`src/rtl/clkout_divsel_pkg.sv`:
```
`timescale 1ns/1ps
package clkout_divsel_pkg;

  localparam int unsigned CODE_W = 3;
  localparam int unsigned N_GRP  = 2 ** (CODE_W - 1);

  typedef enum logic [CODE_W-1:0] {
    SRC_REF    = 3'b000,
    SRC_RSVD   = 3'b001,
    SRC_P1_0   = 3'b010,
    SRC_P1_180 = 3'b011,
    SRC_P2_0   = 3'b100,
    SRC_P2_180 = 3'b101,
    SRC_P3_0   = 3'b110,
    SRC_P3_180 = 3'b111
  } src_code_e;

  typedef enum logic [1:0] {
    AUX_OFF  = 2'b00,
    AUX_DIV4 = 2'b01,
    AUX_DIV2 = 2'b10,
    AUX_DIV3 = 2'b11
  } aux_code_e;

  // Ratio applied by the auxiliary divider for each code; zero means off.
  function automatic logic [2:0] aux_ratio(input logic [1:0] code);
    logic [2:0] r;
    case (code)
      AUX_DIV4: r = 3'd4;
      AUX_DIV2: r = 3'd2;
      AUX_DIV3: r = 3'd3;
      default:  r = 3'd0;
    endcase
    return r;
  endfunction

endpackage

```
`src/rtl/src_sync.sv`:
```
`timescale 1ns/1ps
module src_sync #(
  parameter int unsigned N_SRC  = 4,
  parameter int unsigned STAGES = 2
) (
  input  logic             clk,
  input  logic             rst_n,
  input  logic [N_SRC-1:0] lvl_in,
  output logic [N_SRC-1:0] lvl_out
);

  logic [N_SRC-1:0] stage_q [STAGES];

  for (genvar s = 0; s < STAGES; s++) begin : g_stage
    if (s == 0) begin : g_first
      always_ff @(posedge clk or negedge rst_n) begin
        if (!rst_n) stage_q[0] <= '0;
        else        stage_q[0] <= lvl_in;
      end
    end else begin : g_next
      always_ff @(posedge clk or negedge rst_n) begin
        if (!rst_n) stage_q[s] <= '0;
        else        stage_q[s] <= stage_q[s-1];
      end
    end
  end

  assign lvl_out = stage_q[STAGES-1];

endmodule

```
`src/rtl/src_pick.sv`:
```
`timescale 1ns/1ps
module src_pick
  import clkout_divsel_pkg::*;
(
  input  logic              clk,
  input  logic              rst_n,
  input  logic [CODE_W-1:0] code,
  input  logic [N_GRP-1:0]  lvl,
  input  logic [N_GRP-2:0]  pll_en,
  output logic              rise,
  output logic              edge_any,
  output logic              valid,
  output logic              reserved
);

  logic [CODE_W-2:0] grp;
  logic [N_GRP-1:0]  en_vec;
  logic              sel_d;
  logic              sel_q;

  always_comb begin
    grp      = code[CODE_W-1:1];
    en_vec   = {pll_en, 1'b1};
    reserved = (code == SRC_RSVD);
    valid    = en_vec[grp];
    sel_d    = reserved ? 1'b0 : (lvl[grp] ^ code[0]);
    rise     = sel_d & ~sel_q;
    edge_any = sel_d ^ sel_q;
  end

  always_ff @(posedge clk or negedge rst_n) begin
    if (!rst_n) sel_q <= 1'b0;
    else        sel_q <= sel_d;
  end

endmodule

```
`src/rtl/ratio_div.sv`:
```
`timescale 1ns/1ps
module ratio_div #(
  parameter int unsigned W = 7
) (
  input  logic         clk,
  input  logic         rst_n,
  input  logic         run,
  input  logic         rise,
  input  logic         edge_any,
  input  logic [W-1:0] req,
  output logic         q,
  output logic [W-1:0] act,
  output logic         live,
  output logic         wrap
);

  localparam int unsigned CW = W + 1;
  localparam logic [CW-1:0] ONE = CW'(1);

  logic [CW-1:0] cnt, cnt_n, cnt_inc, last;
  logic [W-1:0]  act_n;
  logic          q_n, live_n;
  logic          act_zero;

  always_comb begin
    act_zero = (act == '0);
    last     = {act, 1'b0} - ONE;
    cnt_inc  = cnt + ONE;
    wrap     = run & live & edge_any & (cnt == last);
  end

  // Counts both edges of the source: 2*act edges per output period,
  // high for the first act of them. New ratios load only at the wrap.
  always_comb begin
    act_n  = act;
    cnt_n  = cnt;
    q_n    = q;
    live_n = live;
    if (!run || act_zero) begin
      act_n  = req;
      cnt_n  = '0;
      q_n    = 1'b0;
      live_n = 1'b0;
    end else if (!live) begin
      act_n = req;
      if (rise && (req != '0)) begin
        live_n = 1'b1;
        cnt_n  = '0;
        q_n    = 1'b1;
      end
    end else if (edge_any) begin
      if (cnt == last) begin
        act_n  = req;
        cnt_n  = '0;
        q_n    = (req != '0);
        live_n = (req != '0);
      end else begin
        cnt_n = cnt_inc;
        q_n   = (cnt_inc < {1'b0, act});
      end
    end
  end

  always_ff @(posedge clk or negedge rst_n) begin
    if (!rst_n) begin
      act  <= '0;
      cnt  <= '0;
      q    <= 1'b0;
      live <= 1'b0;
    end else begin
      act  <= act_n;
      cnt  <= cnt_n;
      q    <= q_n;
      live <= live_n;
    end
  end

endmodule

```
`src/rtl/clkout_divsel.sv`:
```
`timescale 1ns/1ps
module clkout_divsel
  import clkout_divsel_pkg::*;
#(
  parameter int unsigned DIV_W       = 7,
  parameter int unsigned SYNC_STAGES = 2
) (
  input  logic              clk,
  input  logic              rst_n,
  input  logic [N_GRP-1:0]  src_lvl,
  input  logic [N_GRP-2:0]  pll_en,
  input  logic              float_n,
  input  logic [CODE_W-1:0] sel_code,
  input  logic [DIV_W-1:0]  div_bank0,
  input  logic [DIV_W-1:0]  div_bank1,
  input  logic              bank_sel,
  input  logic [1:0]        post_code,
  output logic              clk_out,
  output logic              clk_oe,
  output logic              post_out,
  output logic              post_oe
);

  localparam int unsigned POST_W = 3;

  // Reset: asserted at once, released on the clock.
  logic [1:0] rst_pipe;
  logic       rst_int_n;

  always_ff @(posedge clk or negedge rst_n) begin
    if (!rst_n) rst_pipe <= 2'b00;
    else        rst_pipe <= {rst_pipe[0], 1'b1};
  end
  assign rst_int_n = rst_pipe[1];

  logic [N_GRP-1:0] lvl_s;

  src_sync #(.N_SRC(N_GRP), .STAGES(SYNC_STAGES)) u_sync (
    .clk     (clk),
    .rst_n   (rst_int_n),
    .lvl_in  (src_lvl),
    .lvl_out (lvl_s)
  );

  // Main path
  logic             main_rise, main_edge, main_valid, main_rsvd, main_run;
  logic             main_q, main_live, main_wrap;
  logic [DIV_W-1:0] main_req, main_act;

  src_pick u_main_pick (
    .clk      (clk),
    .rst_n    (rst_int_n),
    .code     (sel_code),
    .lvl      (lvl_s),
    .pll_en   (pll_en),
    .rise     (main_rise),
    .edge_any (main_edge),
    .valid    (main_valid),
    .reserved (main_rsvd)
  );

  assign main_req = bank_sel ? div_bank1 : div_bank0;
  assign main_run = main_valid & ~main_rsvd;

  ratio_div #(.W(DIV_W)) u_main_div (
    .clk      (clk),
    .rst_n    (rst_int_n),
    .run      (main_run),
    .rise     (main_rise),
    .edge_any (main_edge),
    .req      (main_req),
    .q        (main_q),
    .act      (main_act),
    .live     (main_live),
    .wrap     (main_wrap)
  );

  assign clk_oe  = float_n & main_valid & (main_act != '0);
  assign clk_out = clk_oe & main_q;

  // Auxiliary path: fixed in-phase PLL1 source
  logic              post_rise, post_edge, post_valid, post_rsvd, post_run;
  logic              post_q, post_live, post_wrap;
  logic [POST_W-1:0] post_req, post_act;

  src_pick u_post_pick (
    .clk      (clk),
    .rst_n    (rst_int_n),
    .code     (SRC_P1_0),
    .lvl      (lvl_s),
    .pll_en   (pll_en),
    .rise     (post_rise),
    .edge_any (post_edge),
    .valid    (post_valid),
    .reserved (post_rsvd)
  );

  assign post_req = aux_ratio(post_code);
  assign post_run = post_valid & ~post_rsvd;

  ratio_div #(.W(POST_W)) u_post_div (
    .clk      (clk),
    .rst_n    (rst_int_n),
    .run      (post_run),
    .rise     (post_rise),
    .edge_any (post_edge),
    .req      (post_req),
    .q        (post_q),
    .act      (post_act),
    .live     (post_live),
    .wrap     (post_wrap)
  );

  assign post_oe  = float_n & post_valid & (post_act != '0);
  assign post_out = post_oe & post_q;

endmodule

```
`config.mk`:
```
export PLATFORM = sky130hd
export DESIGN_NAME = clkout_divsel
export DESIGN_NICKNAME = d
export VERILOG_FILES = /design/src/rtl/clkout_divsel_pkg.sv /design/src/rtl/src_sync.sv /design/src/rtl/src_pick.sv /design/src/rtl/ratio_div.sv /design/src/rtl/clkout_divsel.sv
export SDC_FILE = /design/constraint.sdc
export NUM_CORES = 1
export LEC_CHECK = 0
export CORE_UTILIZATION = 55
export DETAILED_ROUTE_END_ITERATION = 10
export GPL_TIMING_DRIVEN = 0
export HOLD_SLACK_MARGIN = 0.05
export PLACE_DENSITY = 0.8
export SLEW_MARGIN = 20
export SYNTH_ARGS = -nofsm -noshare
export SYNTH_HDL_FRONTEND = slang
export SYNTH_SLANG_ARGS = --single-unit
```
`constraint.sdc`:
```
create_clock -name clk -period 2.05 [get_ports clk]
set_clock_uncertainty 0.1 [all_clocks]
set_input_delay 0.5125 -clock clk [delete_from_list [all_inputs] [get_ports clk]]
set_output_delay 0.5125 -clock clk [all_outputs]
set_load 0.02 [all_outputs]
```
==> results of run 1 <==
-- stage by stage --
stage | std cells | TNS (ps) | hold slack (ps) | setup slack (ps)
floorplan | 243 | -3956 | 116.9 | -288.8
global placement | 326 | -16930 | 231.3 | -901.7
detailed placement | 327 | -18200 | -3.956 | -973.3
CTS | 359 | -2197 | 144.7 | -271.5
global route | 367 | -2836 | 157.7 | -331.1
finish | 367 | -1318 | 136.2 | -252.3
-- registers in the layout, indices dropped and copies added, names as in the netlist --
name	count
u_main_pick.sel_q	1
u_main_div.q	1
u_main_div.live	1
u_main_div.cnt	8
u_post_div.act	3
u_post_pick.sel_q	1
u_post_div.live	1
u_sync.lvl_out	4
u_main_div.act	7
u_sync.stage_q	4
rst_pipe	2
u_post_div.cnt	4
u_post_div.q	1
-- cell usage after synthesis (2+ instances only) --
cell type   n
dfrtp_1    38
inv_1      18
mux2i_1    18
ha_1       16
nand2_1    16
xor2_1     12
a21oi_1    11
nor2_1     10
nand3_1     7
o21ai_0     6
xnor2_1     6
a32o_1      5
and3_1      5
and2_1      4
nand2b_1    4
nor3_1      4
nor4_1      4
or2_2       4
buf_2       3
buf_6       3
nand4_1     3
a21o_1      2
clkbuf_1    2
nand4b_1    2
nor2b_1     2
o211ai_1    2
o21a_1      2
o221a_2     2
o311ai_0    2
o31ai_1     2
o41ai_1     2
or3_1       2
xnor2_2     2
-- kinds of logic after synthesis --
| logic type | after synthesis | share of synthesized area, % |
|---|---|---|
| compound gates | 47 | 15.41 |
| other cells | 1 | 0.1495 |
| simple gates | 73 | 15.96 |
| xor+xnor | 22 | 9.127 |
| fa+ha+maj | 16 | 7.980 |
| buf+inv | 26 | 4.937 |
| mux | 20 | 8.528 |
| flops | 38 | 37.91 |
-- worst max path at each step --
stage                           start                 to  cells after the start
global placement          sel_code[0]  u_main_div.cnt[5]                      9
finish              u_main_div.cnt[0]       u_main_div.q                     10
floorplan                 sel_code[1]  u_main_div.cnt[5]                      9
CTS                           float_n            clk_out                      6
global route        u_main_div.cnt[0]       u_main_div.q                     10
detailed placement        sel_code[0]  u_main_div.cnt[2]                      9
-- worst reg2reg max path: stages, from the launching register on --
cell	delay, ps
dfrtp_2	420
buf_6	120
nand3_2	70
or2_4	290
xnor2_4	190
ha_4	230
and4_1	170
o21ai_1	90
o21ai_1	110
o21ba_2	220
a221oi_2	220
-- cell type report --
cell class,instances,area share (%)
buffer,6,1.655
clock buffer,5,1.897
clock inverter,3,1.897
inverter,18,1.862
multi-input combinational,179,48.10
sequential,38,26.41
tap,52,1.793
timing repair buffer,66,16.38
-- per-layer routing --
metal | track usage, % | vias up | share of wire [%]
met3 | 4.070 | 13 | 2.7
li1 | - | 1023 | -
met2 | 47.46 | 42 | 54
met5 | 0 | - | 0
met1 | 32.41 | 1028 | 41
met4 | 9.977 | 0 | 2.3
-- report_power, final --
| group | switching (uW) | total, uW | internal (uW) |
|---|---|---|---|
| clock | 286 | 773 | 488 |
| sequential | 43.1 | 841 | 798 |
| combinational | 291 | 595 | 304 |
| total | 620 | 2210 | 1590 |
-- repair_timing --
| item | 4_1_cts | 5_1_grt |
|---|---|---|
| resized for setup | 72 | 32 |
| pin swaps | 19 | 21 |
| buffers inserted | 23 | 10 |
| endpoints found under the setup margin | 21 | 22 |
| hold endpoints to repair | 5 | 0 |
| hold buffers | 1 | 0 |
==> impl_results.md, run 1 <==
- Cell mode on critical path: o21ai_1
- Clk slew on worst S/H paths: roughly 80 ps
- Via count: 2,106
- Initial antenna violation count: 0
- TritonCTS clock tree: built
- Bufs on Longest Clock Path: 2
- Finished Cell Area: about 3600 sq um
- Total track usage: 26.65%
- Seq/Total Area, Yosys: 37.91%
- Crit Path Class: reg2reg
- Mapped Nets: 289
- Vias/cell: 5.738
- Leading area contributor after synthesis: dfrtp_1
- Critical path required time: 2160 ps
- Reg2Reg Depth: 10
- Final Util: a little over four fifths
- Critical-path top delay cell: dfrtp_2
- Final WL: 6108 microns
- R2R Setup Slk: -250 ps
- Maximum capacitance violations: 0
- Synth Cell Area: 2509 sq um
- Register area: approximately 960 sq um
- Filler cells: 236
- Final Power: roughly 2200 uW
- DRT iter0 DRCs: 168
- Die width: 69.54 microns
- Tcrit/Tclk final: 112.3%
- Ant diodes: 0
- Post-synth top area share: 37.91%
- FFs w/ async S/R, synth: 100.0%
- Min-Delay Path Class: reg2async
- Final setup violating endpoints: 18
- Vias in the first global route: 2,199
- Mapped Cells: 243
- RR Endpoint: u_main_div.q
- Minimum clock period: 2302 ps
- RSZ-0062 raised after global routing: true
- Power Density: 608.9 nW/um^2
- Max incr delay on CP: 420 ps
- Final Net Count: 360
- Leak Pwr: around 0.0016 uW
- Dpl cell area: around 3000 sq um
- Share of layout cells above drive strength 1: 38.10%
- Crit path launch type: flop
- Synth Warn #: 0
- Area grow syn2layout: 44.64%
- Leading post-synthesis cells by cell area: dfrtp_1, ha_1, mux2i_1, xor2_1, inv_1
- Top Ports: 34
- Syn Area/Cell: roughly 10 sq um
- Largest net degree at the start of global routing: 32
- DP Wirelength: 4000 microns
- CP delay by family, top: compound AO/OA/AOI/OAI gates
- Antenna-violating nets left: 0
- CTS sink cnt: 38
- Failing checks: negative setup slack
- Placer Congestion: 0.8751
- Grt ovf: 0
- Worst flop-to-flop path startpoint: u_main_div.cnt[0]
- Run status: finished, violations left
- Wire length of the first global-routing pass: 10,180 microns
- Post-synth cell types: 55
- Critical Path AT: 2410 ps
- DIE AREA: 4835 sq um
- Rows: 24
- DR WL/cell: 16.64 microns
- Commonest non-fill, non-tap cell in the layout: dfrtp_1
- Crit. End Element: flop
- Worst Slack Setup Final: -252.3 ps
- Post-synth top flop: dfrtp_1
- Clock latency on the worst-skew pair: ~300 ps
- Crit-path cells: buf_6 -> nand3_2 -> or2_4 -> xnor2_4 -> ha_4 -> and4_1 -> o21ai_1 -> o21ai_1 -> o21ba_2 -> a221oi_2
- Root Driver: clkbuf_8
- Final hold violations: 0
- Commonest cells after routing, fill and taps aside: dfrtp_1, buf_4, clkdlybuf4s50_1, mux2i_1, nand2_1
- CP Max Fanout: 3
- WP buf/inv: 1
- Core Area: 4354 sq um
- Htree depth: 2
- DRC: 0
- First-pass iteration count of the detailed router: 4
- Worst vdd ir: 0.4198 mV
- Count of pins over their slew limit: 0
- Synth Register Bits: 38
- Port buffer count: 31
- Multi-input logic area: 1745 sq um
- Fmax: 0.4343 GHz
- Die height: 69.54 microns
- EDFF count, synth: 0
- CTS Buf Count: 5
- Initial Util: 57.61%
(Power assumes the default switching activity.)
==> run 2: changes to the inputs <==
DONT_BUFFER_PORTS = 1   (was not set)
PLACE_DENSITY = 0.7   (was 0.8)
==> run 2 against run 1 <==
Compared with the run above:
- design area fell by 10%
- wire length fell by 5.5%
- the flow still finishes with violations (negative setup slack)
- clock-buffer cell count did not move
- clock power barely moved
- fmax rose by 1.0%
- critical endpoint is now u_main_div.cnt[4]
- critical path type unchanged
- via count fell by 7.3%
- final cell count fell by 8.7%
==> impl_results.md, run 2 (same netlist as run 1, synthesis figures left out) <==
- Min-Delay Path Class: reg2async
- Power Density: about 650 nW/um^2
- Htree depth: 2
- Wire length of the first global-routing pass: 9625 microns
- Share of layout cells above drive strength 1: 36.40%
- Max reg flops: 8
- Final WL: 5772 microns
- Antenna-violating nets left: 0
- Critical Path AT: 2360 ps
- Setup WS pre-CTS: -618.5 ps
- Initial Util: 57.61%
- Minimum clock period: 2279 ps
- Root Driver: clkbuf_8
- Via count: 1,953
- Worst vdd ir: 0.4928 mV
- Run status: finished, violations left
- CP Max Fanout: 7
- R2R Setup Slk: -230 ps
- Placed Instances: 296
- Port buffer count: 0
- DR WL/cell: 17.23 microns
- Core Area: around 4400 sq um
- Area grow syn2layout: 29.48%
- DRT iter0 DRCs: between 70 and 80
- Worst flop-to-flop path startpoint: u_main_div.act[1]
- Commonest cells after routing, fill and taps aside: dfrtp_1, buf_4, mux2i_1, nand2_1, inv_1
- Placer Congestion: 0.8396
- Final hold violations: 0
- Maximum capacitance violations: 0
- Largest net degree at the start of global routing: 27
- Commonest non-fill, non-tap cell in the layout: dfrtp_1
- Total track usage: about a quarter
- Rows: 24
- Final setup violating endpoints: 17
- Worst Slack Setup Final: -228.9 ps
- Critical-path top delay cell: dfrtp_1
- Biggest register: u_main_div.cnt
- Crit-path cells: inv_2 -> ha_4 -> xor2_1 -> and3_4 -> o211ai_4 -> or3_1 -> buf_6 -> a32o_1
- Leak Pwr: 0.001491 uW
- RSZ-0062 raised after global routing: true
- Ant diodes: 0
- Bufs on Longest Clock Path: 2
- DP Wirelength: between 3000 and 4000 microns
- Die width: 69.54 microns
- DRC: 0
- Final Non-Filler Cells: 335
- Dpl cell area: 2629 sq um
- Hold WS: slightly above 50 ps
- CTS sink cnt: 38
- DIE AREA: 4835 sq um
- Count of pins over their slew limit: 0
- Critical path required time: 2140 ps
- Final Util: 74.60%
- Critical path startpoint: u_main_div.act[1]
- Finished Cell Area: 3248 sq um
- Top Ports: 34
- Grt ovf: 0
- CTS Buf Count: 5
- Crit. End Element: flop
- Failing checks: negative setup slack
- Die height: just under 70 microns
- Clock latency on the worst-skew pair: ~300 ps
- Vias/cell: 5.830
- First-pass iteration count of the detailed router: 4
- Crit path launch type: flop
- Fmax: about 0.44 GHz
- Regs by FF count: u_main_div.cnt (8), u_main_div.act (7)
- Vias in the first global route: approximately 2,000
- Clk slew on worst S/H paths: 80 ps
- TritonCTS clock tree: built
- Final Net Count: 328
- Max incr delay on CP: 410 ps
- Crit Path Class: reg2reg
- Tcrit/Tclk final: 111.2%
- Initial antenna violation count: 0
==> run 2: changes by cell type in the layout (fill, tap and decap cells not counted), moves of 2 or more <==
cell	change
clkdlybuf4s50_1	-21
buf_2	-2
nor4_4	-2
buf_6	-4
nor4_1	+3
dlygate4sd2_1	-3
==> run 2: critical path: cells and delay by family, from the launching register on <==
| kind | cells | cell delay (ps) |
|---|---|---|
| fa+ha+maj | 1 | 210 |
| simple gates | 2 | 620 |
| flops | 1 | 410 |
| buf+inv | 2 | 270 |
| xor+xnor | 1 | 190 |
| compound gates | 2 | 370 |
==> run 2: final timing paths <==
kind / end / cells past startpoint
max: u_main_div.cnt[4] / 8
min: u_main_div.live / 0
max reg2reg: u_main_div.cnt[4] / 8
min reg2reg: u_main_div.live / 0
max in group asynchronous: u_post_div.cnt[0] / 1
min in group clk: u_sync.stage_q[7] / 0
==> run 2: stage by stage <==
stage / power (uW) / TNS (ps)
final: 2120 / -2025
after global routing: 2211 / -3258
after CTS: 2093 / -2750
after detailed placement: 1209 / -8360
after global placement: 1196 / -7707
after floorplan: 1132 / -3956
==> run 2: what timing repair did <==
item / CTS / global route
endpoints found under the setup margin: 21 / 22
gates resized for setup: 47 / 10
buffers inserted: 24 / 7
pin swaps: 20 / 13
hold buffers: 1 / 0
endpoints found under the hold margin: 2 / 0
==> run 2: final cells by class <==
type	count	area, sq um
well taps	52	65.06
clock inverters	3	68.82
multi-input cells	179	1663
plain buffers	7	71.32
flip-flops and latches	38	957.2
fillers	294	1106
clock buffers	5	68.82
repair buffers	33	286.5
inverters	18	67.56
==> run 2: metal layers <==
metal  part of all wire [%]  vias to the layer above  track usage [%]
met5                      0                        -                0
met4                    2.3                        0            12.24
met3                    3.0                       13            3.634
met2                     53                       45            44.55
met1                     42                      945            31.96
li1                       -                      950                -
==> run 2: report_power, final <==
group	internal, uW	switching [uW]	leakage [uW]
Clock	488	285	0.0000683
Combinational	247	258	0.000949
Sequential	797	45.3	0.000473
